## src/rtl/flash_seq.sv

```systemverilog
// Operation sequencer: holds busy for the program or erase latency,
// latches the pending operation and pulses a commit on its last cycle.
// Assumes start_prog and start_erase are only raised while idle.
module flash_seq #(
    parameter int ADDR_W    = 6,
    parameter int DATA_W    = 16,
    parameter int PROG_CYC  = 8,
    parameter int ERASE_CYC = 64
) (
    input  logic              clk,
    input  logic              rst_n,
    input  logic              start_prog,
    input  logic              start_erase,
    input  logic [ADDR_W-1:0] addr,
    input  logic [DATA_W-1:0] wdata,
    output logic              busy,
    output logic              commit_prog,
    output logic              commit_erase,
    output logic [ADDR_W-1:0] pend_addr,
    output logic [DATA_W-1:0] pend_data
);
    localparam int MAX_CYC = (ERASE_CYC > PROG_CYC) ? ERASE_CYC : PROG_CYC;
    localparam int CNT_W   = $clog2(MAX_CYC + 1);

    logic [CNT_W-1:0] cnt;
    logic             pend_erase;

    // Load the latency on start, count down while busy, release at zero.
    always_ff @(posedge clk) begin
        if (!rst_n) begin
            busy       <= 1'b0;
            cnt        <= '0;
            pend_erase <= 1'b0;
            pend_addr  <= '0;
            pend_data  <= '0;
        end else if (busy) begin
            if (cnt == '0) busy <= 1'b0;
            else           cnt  <= cnt - 1'b1;
        end else if (start_prog || start_erase) begin
            busy       <= 1'b1;
            cnt        <= start_erase ? CNT_W'(ERASE_CYC - 1) : CNT_W'(PROG_CYC - 1);
            pend_erase <= start_erase;
            pend_addr  <= addr;
            pend_data  <= wdata;
        end
    end

    // Commit strobes fire on the last busy cycle.
    always_comb begin
        commit_prog  = busy && (cnt == '0) && !pend_erase;
        commit_erase = busy && (cnt == '0) &&  pend_erase;
    end
endmodule

```

## config.mk

```make
export PLATFORM = sky130hd
export DESIGN_NAME = flash_seq
export DESIGN_NICKNAME = d
export VERILOG_FILES = /design/src/rtl/flash_seq.sv
export SDC_FILE = /design/constraint.sdc
export NUM_CORES = 1
export LEC_CHECK = 0
export BUFFER_PORTS_ARGS = -buffer_cell sky130_fd_sc_hd__buf_2
export CORE_ASPECT_RATIO = 1.25
export CORE_MARGIN = 1
export CORE_UTILIZATION = 30
export DETAILED_ROUTE_END_ITERATION = 10
export HOLD_SLACK_MARGIN = 0.03
export PLACE_DENSITY = 0.59
export SKIP_LAST_GASP = 1
export SLEW_MARGIN = 20
export SYNTH_ARGS = -nofsm -noshare
export SYNTH_HDL_FRONTEND = slang
export SYNTH_SLANG_ARGS = --single-unit
export TNS_END_PERCENT = 1
```

## constraint.sdc

```tcl
create_clock -name clk -period 2.2 [get_ports clk]
set_clock_uncertainty 0.05 [all_clocks]
set_input_delay 0.22 -clock clk [delete_from_list [all_inputs] [get_ports clk]]
set_output_delay 0.22 -clock clk [all_outputs]
set_load 0.02 [all_outputs]
```

==> results.json <==
{
  "status": "finished, final reports clean",
  "min_delay_path_depth": 3,
  "setup_viol": 0,
  "startpoint_type": "flip-flop",
  "cap_violations": 0,
  "worst_r2r_startpoint": "cnt[0]",
  "tritoncts_clock_tree": "built",
  "worstSkewPairLatency_ns": 0.28,
  "synthesis.area_per_instance_um2": 8.02,
  "stdcell_area_mm2": 0.00169,
  "critical_path_arrival_ns": 1.78,
  "share_clk_of_total_power_pct": 34.2,
  "finalWirelength_um": 2980,
  "global_route_wire_length_before_repair_um": 4820,
  "reg2reg_depth": 6,
  "die_height_um": 74.7,
  "rows": 26,
  "r2r_slack_ns": 0.33,
  "fin_crit_ns": 2.05,
  "h_tree_depth_reported_by_cts": 2,
  "antenna-diode-count": 0,
  "routedWlPerCell_um": 11.2,
  "synthArstFlopShare_pct": 0,
  "static_power_due_to_leakage_nw": 0.765,
  "post-cts-setup-buffers": 0,
  "drt_iter0_markers": 98,
  "worstReg2RegEnd": "cnt[0]",
  "post_synth_instance_area_mm2": 0.00127,
  "layout_worst_path_cycle_share_pct": 93.0,
  "buffer_ports.inserted": 50,
  "clock_tree.buffer_depth": 2,
  "globalplace.congestion": 0.829,
  "initial_cell_density_of_the_core_pct": 31.2,
  "area_delta_synth_final_pct": 33.1,
  "critPathMaxFanout": 5,
  "worst_hold_path_type": "input pin to flip-flop",
  "share_seq_of_total_power_pct": 44.9,
  "route.antenna.remaining_nets": 0,
  "min-delay-start": "addr[4]",
  "post-route-worst-setup-slack_ns": 0.155,
  "firstDrtPassIters": 5,
  "drcViolationCount": 0,
  "timing_hold_violations_final": 0,
  "largest_net_degree_at_the_start_of_global_routing": 23,
  "crit_required_ns": 1.93,
  "postSynthRegisterBits": 31,
  "via_per_inst": 4.65,
  "route.vias.total": 1242,
  "fp.dieArea_mm2": 0.00449,
  "max_clock_freq_ghz": 0.489,
  "power.combinational.fraction_pct": 20.8,
  "timing_max_transition_violations_final": 0,
  "floorplan.die.width_um": 60.1,
  "grt_pass1_vias": 1063,
  "synthesis.instances": 158,
  "core_area_mm2": 0.00407,
  "placedInstanceArea_mm2": 0.00158,
  "postSynth.topFlopCell": "sky130_fd_sc_hd__dfxtp_1",
  "post-place-ws_ns": 0.330,
  "path_clk_slew_ns": 0.06,
  "design.portCount": 51,
  "finalSetupTns_ns": 0,
  "slew_headroom_pct": 70.4,
  "finalCoreUtilization_pct": 41.5,
  "setup.worst_path.end_class": "output pin",
  "synth_fp_nets": 186,
  "cpMaxStageDelayCell": "sky130_fd_sc_hd__or4b_1",
  "dpl.hpwl_um": 2090,
  "power.net_switching_uw": 421,
  "power.switching_fraction_pct": 29.3,
  "post_cts_hold_buffer_count": 0,
  "min_delay_worst_endpoint": "pend_addr[4]",
  "fillCellCount": 452,
  "crit_chain": "inv_1, ha_1, or4b_1, nor3_1, buf_2",
  "timing.critical_path.slowest_cell_delay_ns": 0.55,
  "power-per-cell-area_mw_per_mm2": 850,
  "cts-buffers-inserted": 5,
  "internal_power_mw": 1.01,
  "yosys_cell_types": 29,
  "grt_util_all_layers_pct": 14.6,
  "clock_sinks": 31,
  "rsz0062_at_grt": "false",
  "synth-edff-count": 0,
  "tightestPinTransition_ns": 0.443,
  "ctsRootBufferMaster": "sky130_fd_sc_hd__clkbuf_8",
  "design.final.nets": 238,
  "grt_overflow": 0,
  "max_ir_drop_vdd_mv": 0.398,
  "cts_resized": 0,
  "drive_above_1_share_pct": 31.8,
  "seq_area_frac_synth_pct": 49.0,
  "worstSetupPathType": "flip-flop to output pin",
  "synth-warning-count": 0,
  "grt_antenna_before_repair": 0
}
-- metrics by stage --
step	total power, mW	std cells	hold WS [ns]
floorplan	0.858	158	0.287
global placement	0.956	259	0.390
detailed placement	0.958	259	0.395
CTS	1.46	267	0.107
global route	1.53	267	0.112
finish	1.43	267	0.122
-- worst max-delay path, delay by kind of cell (launching register included) --
kind / cells / cell delay (ns)
adder cells (fa/ha/maj): 1 / 0.13
AND/OR/NAND/NOR: 2 / 0.75
flip-flops: 1 / 0.34
buffers and inverters: 2 / 0.28
-- cells by family (layout without fill, tap and decap cells) --
family	after synthesis	count (layout)	synth area share (%)
simple gates	68	68	23.3
compound gates	42	42	20.3
fa+ha+maj	2	2	1.97
mux	1	1	1.18
buf+inv	14	67	4.24
flops	31	31	49.0
-- synthesized netlist by cell type (2+ instances only) --
master                     instances  share of area (%)
sky130_fd_sc_hd__a21o_1            2                1.2
sky130_fd_sc_hd__nor2_1            7                2.1
sky130_fd_sc_hd__ha_1              2                2.0
sky130_fd_sc_hd__o21ai_0           4                1.6
sky130_fd_sc_hd__a21oi_1          29                 11
sky130_fd_sc_hd__clkbuf_1          8                2.4
sky130_fd_sc_hd__dfxtp_1          31                 49
sky130_fd_sc_hd__nand2_1          47                 14
sky130_fd_sc_hd__nand3_1           3                1.2
sky130_fd_sc_hd__nor3_1            2               0.79
sky130_fd_sc_hd__inv_1             5                1.5
-- metal layers --
metal | track usage (%) | wire length [um] | part of all wire, %
met5 | 0 | 0 | 0
met2 | 22.6 | 1500 | 50
met3 | 5.15 | 151 | 5.1
met4 | 7.75 | 23 | 0.77
met1 | 17.5 | 1310 | 44
-- worst max-delay path by stage --
| stage | startpoint | endpoint | depth (start not counted) |
|---|---|---|---|
| 2_1_floorplan | cnt[0] | commit_erase | 5 |
| 3_3_place_gp | cnt[0] | cnt[0] | 6 |
| 3_5_place_dp | cnt[0] | cnt[0] | 6 |
| 4_1_cts | cnt[0] | commit_prog | 5 |
| 5_1_grt | cnt[0] | commit_prog | 5 |
| 6_report | cnt[0] | commit_erase | 5 |
-- state kept, by name, summed over array words and instances, names as in the netlist --
| signal | count |
|---|---|
| pend_erase | 1 |
| cnt | 7 |
| busy | 1 |
| pend_addr | 6 |
| pend_data | 16 |
-- layout make-up --
class | instances | area [um2] | area share [%]
Clock buffer | 7 | 96.3 | 5.71
Clock inverter | 1 | 7.51 | 0.445
Inverter | 5 | 18.8 | 1.11
Multi-Input combinational cell | 113 | 593 | 35.2
Sequential cell | 31 | 621 | 36.8
Tap cell | 56 | 70.1 | 4.15
Timing Repair Buffer | 54 | 280 | 16.6
-- placed cells by master (no fill, tap or decap), drive strengths merged, types with 3 or more instances in the layout --
cell    count
a21oi      29
buf        54
clkbuf      7
dfxtp      31
inv         5
nand2      47
nand3       3
nor2        8
o21ai       4
-- power by group through the flow --
stage / Clock [mW] / Combinational [mW] / Sequential, mW
finish: 0.491 / 0.299 / 0.644
global route: 0.541 / 0.336 / 0.650
CTS: 0.514 / 0.302 / 0.644
detailed placement: 0 / 0.301 / 0.656
global placement: 0 / 0.300 / 0.656
floorplan: 0 / 0.165 / 0.693
Note: power is estimated with default switching activity, not from simulation.
